File: config.mk
export PLATFORM = sky130hd
export DESIGN_NAME = tcmux_seq
export DESIGN_NICKNAME = d
export VERILOG_FILES = /design/src/rtl/tcmux_pkg.sv /design/src/rtl/tcmux_req_hold.sv /design/src/rtl/tcmux_lane_gate.sv /design/src/rtl/tcmux_ctrl.sv /design/src/rtl/tcmux_seq.sv
export SDC_FILE = /design/constraint.sdc
export NUM_CORES = 1
export LEC_CHECK = 0
export ABC_AREA = 0
export CAP_MARGIN = 20
export CORE_MARGIN = 1.5
export CORE_UTILIZATION = 40
export DETAILED_ROUTE_END_ITERATION = 10
export DONT_BUFFER_PORTS = 1
export MAX_ROUTING_LAYER = met4
export PLACE_DENSITY = 0.59
export SYNTH_ARGS = -nofsm -noshare
export SYNTH_HDL_FRONTEND = slang
export SYNTH_SLANG_ARGS = --single-unit
File: constraint.sdc
create_clock -name clk -period 1.9 [get_ports clk]
set_clock_uncertainty 0.2 [all_clocks]
set_input_delay 0.095 -clock clk [delete_from_list [all_inputs] [get_ports clk]]
set_output_delay 0.095 -clock clk [all_outputs]
set_load 0.01 [all_outputs]
File: src/rtl/tcmux_pkg.sv
`timescale 1ns/1ps
package tcmux_pkg;

    localparam logic [1:0] MUX_NONE    = 2'b00;
    localparam logic [1:0] MUX_USB     = 2'b01;
    localparam logic [1:0] MUX_DP4     = 2'b10;
    localparam logic [1:0] MUX_USB_DP2 = 2'b11;

    localparam logic [1:0] PST_P2 = 2'b10;
    localparam logic [1:0] PST_P3 = 2'b11;

    typedef enum logic [2:0] {
        S_IDLE,
        S_REQ_DIS,
        S_WAIT_LANES,
        S_APPLY,
        S_RELEASE,
        S_DONE
    } seq_state_e;

    typedef struct packed {
        logic [1:0] mode;
        logic       flip;
        logic       lowpwr;
    } mux_req_t;

    function automatic logic mode_has_usb(input logic [1:0] m);
        return m[0];
    endfunction

    function automatic logic mode_has_dp(input logic [1:0] m);
        return m[1];
    endfunction

endpackage

File: src/rtl/tcmux_req_hold.sv
`timescale 1ns/1ps
module tcmux_req_hold
    import tcmux_pkg::*;
(
    input  logic     clk,
    input  logic     rst_n,
    input  logic     wr,
    input  mux_req_t wr_req,
    input  logic     take,
    output logic     pend,
    output mux_req_t held
);

    // A write always wins over a capture in the same cycle: the captured
    // copy is the older one, the new one stays pending.
    always_ff @(posedge clk or negedge rst_n) begin
        if (!rst_n) begin
            pend <= 1'b0;
            held <= '0;
        end else if (wr) begin
            pend <= 1'b1;
            held <= wr_req;
        end else if (take) begin
            pend <= 1'b0;
        end
    end

endmodule

File: src/rtl/tcmux_lane_gate.sv
`timescale 1ns/1ps
module tcmux_lane_gate
    import tcmux_pkg::*;
#(
    parameter int NUM_LANES = 2
) (
    input  logic [2*NUM_LANES-1:0] lane_pst,
    input  logic [NUM_LANES-1:0]   lane_ack,
    input  logic [NUM_LANES-1:0]   lane_mask,
    input  logic                   p2_ok,
    input  logic                   ack_bypass,
    output logic                   all_quiet
);

    logic [NUM_LANES-1:0] quiet;

    for (genvar i = 0; i < NUM_LANES; i++) begin : g_lane
        logic [1:0] pst;
        logic       deep;
        assign pst      = lane_pst[2*i +: 2];
        assign deep     = (pst == PST_P3) || (p2_ok && (pst == PST_P2));
        assign quiet[i] = !lane_mask[i] || (deep && (ack_bypass || !lane_ack[i]));
    end

    assign all_quiet = &quiet;

endmodule

File: src/rtl/tcmux_ctrl.sv
`timescale 1ns/1ps
module tcmux_ctrl
    import tcmux_pkg::*;
(
    input  logic       clk,
    input  logic       rst_n,
    input  logic       pend,
    input  mux_req_t   held,
    input  logic       usb_quiet,
    input  logic       dp_quiet,
    input  logic       flip_inv,
    input  logic       cfg_safe_en,
    input  logic       cfg_rst_en,
    input  logic [1:0] cfg_hs_en,
    input  logic [1:0] cfg_blk_en,
    input  logic       usb_dis_ack,
    input  logic       dp_dis_ack,
    output logic       take,
    output seq_state_e state,
    output logic       tgt_lowpwr,
    output logic [1:0] xbar_mode,
    output logic       xbar_flip,
    output logic       xbar_disable,
    output logic       xbar_reset,
    output logic       usb_dis_req,
    output logic       dp_dis_req,
    output logic       block_ss,
    output logic       done
);

    seq_state_e nxt;
    mux_req_t   tgt;
    logic       usb_need;
    logic       dp_need;
    logic       usb_ready;
    logic       dp_ready;
    logic       lanes_ready;
    logic       leave_blk;

    assign usb_need    = mode_has_usb(xbar_mode);
    assign dp_need     = mode_has_dp(xbar_mode);
    assign usb_ready   = !usb_need || (usb_quiet && (!cfg_hs_en[0] || usb_dis_ack));
    assign dp_ready    = !dp_need  || (dp_quiet  && (!cfg_hs_en[1] || dp_dis_ack));
    assign lanes_ready = usb_ready && dp_ready;

    assign leave_blk = ((xbar_mode == MUX_USB)     && (held.mode != MUX_USB)     && cfg_blk_en[0]) ||
                       ((xbar_mode == MUX_USB_DP2) && (held.mode != MUX_USB_DP2) && cfg_blk_en[1]);

    assign take       = (state == S_IDLE) && pend;
    assign done       = (state == S_DONE);
    assign tgt_lowpwr = tgt.lowpwr;

    always_comb begin
        nxt = state;
        unique case (state)
            S_IDLE:       if (pend) nxt = S_REQ_DIS;
            S_REQ_DIS:    nxt = S_WAIT_LANES;
            S_WAIT_LANES: if (lanes_ready) nxt = S_APPLY;
            S_APPLY:      nxt = S_RELEASE;
            S_RELEASE:    nxt = S_DONE;
            S_DONE:       nxt = S_IDLE;
            default:      nxt = S_IDLE;
        endcase
    end

    always_ff @(posedge clk or negedge rst_n) begin
        if (!rst_n) state <= S_IDLE;
        else        state <= nxt;
    end

    always_ff @(posedge clk or negedge rst_n) begin
        if (!rst_n) begin
            tgt          <= '0;
            xbar_mode    <= MUX_NONE;
            xbar_flip    <= 1'b0;
            xbar_disable <= 1'b0;
            xbar_reset   <= 1'b0;
            usb_dis_req  <= 1'b0;
            dp_dis_req   <= 1'b0;
            block_ss     <= 1'b0;
        end else begin
            unique case (state)
                S_IDLE: begin
                    if (pend) begin
                        tgt         <= held;
                        usb_dis_req <= usb_need;
                        dp_dis_req  <= dp_need;
                        if (leave_blk) block_ss <= 1'b1;
                    end
                end
                S_WAIT_LANES: begin
                    if (lanes_ready && (cfg_safe_en || tgt.lowpwr)) xbar_disable <= 1'b1;
                end
                S_APPLY: begin
                    xbar_mode <= tgt.mode;
                    xbar_flip <= tgt.flip ^ flip_inv;
                end
                S_RELEASE: begin
                    xbar_disable <= tgt.lowpwr;
                    xbar_reset   <= tgt.lowpwr && cfg_rst_en;
                    usb_dis_req  <= 1'b0;
                    dp_dis_req   <= 1'b0;
                    if (mode_has_usb(tgt.mode) && !tgt.lowpwr) block_ss <= 1'b0;
                end
                default: ;
            endcase
        end
    end

endmodule

File: src/rtl/tcmux_seq.sv
`timescale 1ns/1ps
module tcmux_seq
    import tcmux_pkg::*;
#(
    parameter int USB_LANES = 2,
    parameter int DP_LANES  = 4
) (
    input  logic                  clk,
    input  logic                  rst_n,
    input  logic                  req_wr,
    input  logic [1:0]            req_mode,
    input  logic                  req_flip,
    input  logic                  req_lowpwr,
    output logic                  req_valid,
    input  logic                  flip_inv,
    input  logic                  cfg_safe_en,
    input  logic                  cfg_rst_en,
    input  logic [1:0]            cfg_hs_en,
    input  logic [1:0]            cfg_p2_en,
    input  logic [1:0]            cfg_ack_byp,
    input  logic [1:0]            cfg_blk_en,
    input  logic [2*USB_LANES-1:0] usb_pstate,
    input  logic [USB_LANES-1:0]  usb_ack,
    input  logic [2*DP_LANES-1:0] dp_pstate,
    input  logic [DP_LANES-1:0]   dp_ack,
    input  logic                  usb_dis_ack,
    input  logic                  dp_dis_ack,
    output logic [1:0]            xbar_mode,
    output logic                  xbar_flip,
    output logic                  xbar_disable,
    output logic                  xbar_reset,
    output logic                  usb_dis_req,
    output logic                  dp_dis_req,
    output logic                  block_ss,
    output logic                  done
);

    localparam int DP_HALF = DP_LANES / 2;

    mux_req_t             wr_req;
    mux_req_t             held;
    logic                 pend;
    logic                 take;
    seq_state_e           seq_state;
    logic                 tgt_lowpwr;
    logic                 usb_quiet;
    logic                 dp_quiet;
    logic [DP_LANES-1:0]  dp_mask;
    logic [USB_LANES-1:0] usb_mask;

    assign wr_req.mode   = req_mode;
    assign wr_req.flip   = req_flip;
    assign wr_req.lowpwr = req_lowpwr;
    assign req_valid     = pend;
    assign usb_mask      = '1;

    for (genvar i = 0; i < DP_LANES; i++) begin : g_dp_mask
        assign dp_mask[i] = (xbar_mode == MUX_DP4) ||
                            ((xbar_mode == MUX_USB_DP2) && (i < DP_HALF));
    end

    tcmux_req_hold u_hold (
        .clk    (clk),
        .rst_n  (rst_n),
        .wr     (req_wr),
        .wr_req (wr_req),
        .take   (take),
        .pend   (pend),
        .held   (held)
    );

    tcmux_lane_gate #(.NUM_LANES(USB_LANES)) u_usb_gate (
        .lane_pst   (usb_pstate),
        .lane_ack   (usb_ack),
        .lane_mask  (usb_mask),
        .p2_ok      (cfg_p2_en[0]),
        .ack_bypass (cfg_ack_byp[0]),
        .all_quiet  (usb_quiet)
    );

    tcmux_lane_gate #(.NUM_LANES(DP_LANES)) u_dp_gate (
        .lane_pst   (dp_pstate),
        .lane_ack   (dp_ack),
        .lane_mask  (dp_mask),
        .p2_ok      (cfg_p2_en[1]),
        .ack_bypass (cfg_ack_byp[1]),
        .all_quiet  (dp_quiet)
    );

    tcmux_ctrl u_ctrl (
        .clk          (clk),
        .rst_n        (rst_n),
        .pend         (pend),
        .held         (held),
        .usb_quiet    (usb_quiet),
        .dp_quiet     (dp_quiet),
        .flip_inv     (flip_inv),
        .cfg_safe_en  (cfg_safe_en),
        .cfg_rst_en   (cfg_rst_en),
        .cfg_hs_en    (cfg_hs_en),
        .cfg_blk_en   (cfg_blk_en),
        .usb_dis_ack  (usb_dis_ack),
        .dp_dis_ack   (dp_dis_ack),
        .take         (take),
        .state        (seq_state),
        .tgt_lowpwr   (tgt_lowpwr),
        .xbar_mode    (xbar_mode),
        .xbar_flip    (xbar_flip),
        .xbar_disable (xbar_disable),
        .xbar_reset   (xbar_reset),
        .usb_dis_req  (usb_dis_req),
        .dp_dis_req   (dp_dis_req),
        .block_ss     (block_ss),
        .done         (done)
    );

endmodule

==> impl_metrics.csv <==
group,metric,value,unit
route,postRouteAntennaNets,0,
worst_setup_path,end_kind,"register",
hold_path,whs_endpoint,"u_ctrl.state[0]$_DFFE_PN0P_",
worst_setup_path,cpPeakStageDelay,0.52,ns
pwr,p_leak,0.5297,nW
clock_tree,cts.sinks,20,
worst_setup_path,crit_arrival,1.70,ns
final_layout,n_antenna_cell,0,
worst_setup_path,startpoint_type,"register",
worst_setup_path,path_cells,"nor4b_4, mux2_2",
yosys,synthCells,94,
final_layout,layout.nets,158,
timing,fin_crit,1.697,ns
die,core-area,0.002276,sq mm
route,vias,808,
die,start_util,43.87,%
yosys,synth_cell_type_count,31,
timing,setup_viol,0,
route,post-route-drc-count,0,
timing,hold-worst-slack,-0.03578,ns
worst_setup_path,required,1.90,ns
place,dp_hpwl,1469,microns
worst_setup_path,r2r_end,"u_ctrl.tgt_lowpwr$_DFFE_PN0P_",
clock_tree,clockBufferDepth,2,
clock_tree,cts_tree,"yes",
run_status,status,"finished, violations left",
worst_setup_path,crit_slowest_cell,"dfrtp_1",
die,die_w,52.96,microns
pwr,power,1.698,mW
die,die_y,52.96,microns
final_layout,area_growth,28.45,%
job,max_cap_viol_count,0,
yosys,syn_avg_cell_area,10.62,sq um
final_layout,instances_no_fill,147,
place,placed_area,0.001025,sq mm
final_layout,final_common_cell,"dlygate4sd3_1",
hold_path,hp-start,"usb_dis_ack",
clock_tree,postCtsSetupRepairBufs,0,
worst_setup_path,r2r_start,"u_ctrl.state[1]$_DFFE_PN0P_",
global_routing,grt_usage,19.43,%
yosys,ys_ff_latch,20,
pwr,vdd_drop_max,0.0008879,V
route,via_per_inst,5.497,
route,wirelength,2395,microns
final_layout,layout_common_cells,"dlygate4sd3_1, dfrtp_1, nand2_1, mux2_2, o21ai_0",
place,portBuffers,0,
worst_setup_path,critPathTopFamily,"flip-flops",
yosys,synth_area,998.5,sq um
pwr,p_per_area,1324,mW/mm^2
timing,hold_violations,2,
final_layout,drive_above_1_share,15.13,%
hold_path,hold_class,"in2reg",
final_layout,fin_area,0.001282,sq mm
timing,fmax,589.2,MHz
run_status,violations,"hold timing",
global_routing,grt_pass1_vias,784,
timing,drv_slew,0,
worst_setup_path,worstRegToRegCells,2,
clock_tree,cts_max_level,1,
clock_tree,clk_latency,0.31,ns
timing,rsz0062_at_grt,"no",
timing,finalCritPeriodShare,89.32,%
global_routing,grt_pass1_wl,3726,microns
worst_setup_path,worst-r2r-setup-slack,0.20,ns
hold_path,holdPathStages,4,
timing,tightest_slew,0.9020,ns
yosys,ys_seq_area_share,50.13,%
global_routing,grt_max_degree,21,
global_routing,antenna_found_initial,0,
yosys,syn_nets,132,
global_routing,overflow,0,
timing,setup_tns,0,ns
clock_tree,numCtsBuffers,3,
worst_setup_path,crit_fanout,9,
route,dr.first_iter.drc_count,18,
die,die-area,0.002805,sq mm
place,gp_congestion,0.7650,
worst_setup_path,path_class,"reg2reg",
place,placed_cells,121,
route,dr.pass1.iters,4,
die,io-pin-count,48,
final_layout,final_util,56.35,%
yosys,yosysWarnings,0,
clock_tree,root_buffer,"clkbuf_4",
die,rows,17,
timing,slew-limit-headroom,39.67,%
clock_tree,cts.clk_slew.worst_paths,0.12,ns
worst_setup_path,critPathBufInv,0,
route,routedWlPerCell,16.29,microns
repair_timing:
item / 4_1_cts / 5_1_grt
setup endpoints to repair: 0 / 2
hold buffers: 22 / 3
gates resized for setup: 0 / 1
hold endpoints to repair: 30 / 2
cell usage after synthesis:
cell type	count	area [sq um]
buf_6	1	11.26
buf_2	1	5.000
a21oi_1	5	25.02
mux2i_1	1	10.01
o21ai_1	1	5.000
o2bb2ai_1	1	8.760
nor2b_1	2	12.51
or4_1	1	7.510
nor3b_1	1	7.510
nand2_1	11	41.29
nand3_1	3	15.01
nor2_2	1	6.260
mux2_2	8	90.09
xnor2_1	2	17.52
o31ai_1	2	15.01
nand2b_1	3	18.77
o21bai_1	2	15.01
nor2_1	5	18.77
o41a_1	1	11.26
dfrtp_1	20	500.5
o311a_1	1	10.01
o32a_2	1	11.26
o21ai_0	7	35.03
a31oi_1	2	12.51
inv_1	4	15.01
o31ai_2	1	12.51
a21o_1	1	7.510
nor4b_4	1	23.77
nand3b_1	2	15.01
nor3_1	1	5.000
o2111ai_1	1	8.760
flip-flops by register name, indices dropped and copies added, names as in the netlist:
register and cells:
u_ctrl.xbar_reset 1, u_ctrl.xbar_disable 1, u_ctrl.usb_dis_req 1, u_ctrl.tgt_lowpwr 1
u_ctrl.xbar_flip 1, u_ctrl.dp_dis_req 1, u_ctrl.tgt 3, u_ctrl.xbar_mode 2
u_ctrl.state 3, u_hold.held 4, u_hold.pend 1, u_ctrl.block_ss 1
power by group:
part	switching, mW	total (mW)	internal [mW]	leakage [nW]
Clock	0.136	0.253	0.117	0.0210
Sequential	0.258	0.857	0.599	0.238
Combinational	0.273	0.589	0.316	0.270
Total	0.667	1.70	1.03	0.530
routing by layer:
metal | share of wire, % | wire (microns) | global-route usage [%]
met5 | 0 | 0 | -
met4 | 2.0 | 47 | 5.556
met3 | 5.8 | 138 | 5.932
met2 | 52 | 1249 | 30.83
met1 | 40 | 959 | 24.05
worst max-delay path by stage:
stage	depth (start not counted)	to	from	slack, ns
final	2	u_ctrl.tgt_lowpwr$_DFFE_PN0P_	u_ctrl.state[1]$_DFFE_PN0P_	0.20
after floorplan	3	u_ctrl.tgt[1]$_DFFE_PN0P_	u_ctrl.state[1]$_DFFE_PN0P_	0.37
after global placement	2	u_ctrl.tgt_lowpwr$_DFFE_PN0P_	u_ctrl.state[1]$_DFFE_PN0P_	0.27
after CTS	5	u_ctrl.xbar_disable$_DFFE_PN0P_	dp_pstate[1]	0.03
after global routing	2	u_ctrl.tgt_lowpwr$_DFFE_PN0P_	u_ctrl.state[1]$_DFFE_PN0P_	0.12
after detailed placement	2	u_ctrl.tgt_lowpwr$_DFFE_PN0P_	u_ctrl.state[1]$_DFFE_PN0P_	0.21
stage by stage:
stage | setup slack [ns] | hold WS, ns
after floorplan | 0.3681 | -0.4006
after global placement | 0.2678 | -0.4002
after detailed placement | 0.2141 | -0.4000
after CTS | 0.02884 | 0.06365
after global routing | 0.1155 | 0.01474
final | 0.2029 | -0.03578
cell families (layout without fill, tap and decap cells):
group,after synthesis,in the layout,synth area share (%)
DFF,20,20,50.13
AOI/OAI and AO/OA,26,26,17.79
and+or+nand+nor,31,31,17.17
xor gates and xnor gates,2,2,1.755
buffers and inverters,6,31,3.132
muxes,9,9,10.03
layout make-up:
cell class / instances / area [sq um]
multi-input cells: 68 / 466.7
flip-flops and latches: 20 / 501.7
well taps: 28 / 35.03
repair buffers: 23 / 227.7
fillers: 192 / 993.5
inverters: 4 / 15.01
clock buffers: 4 / 36.28
worst reg2reg max path: stages (launching register included):
cell and delay [ns]:
dfrtp_1 0.52, nor4b_4 0.48, mux2_2 0.39
No activity file was read; power rests on OpenSTA's default activity.
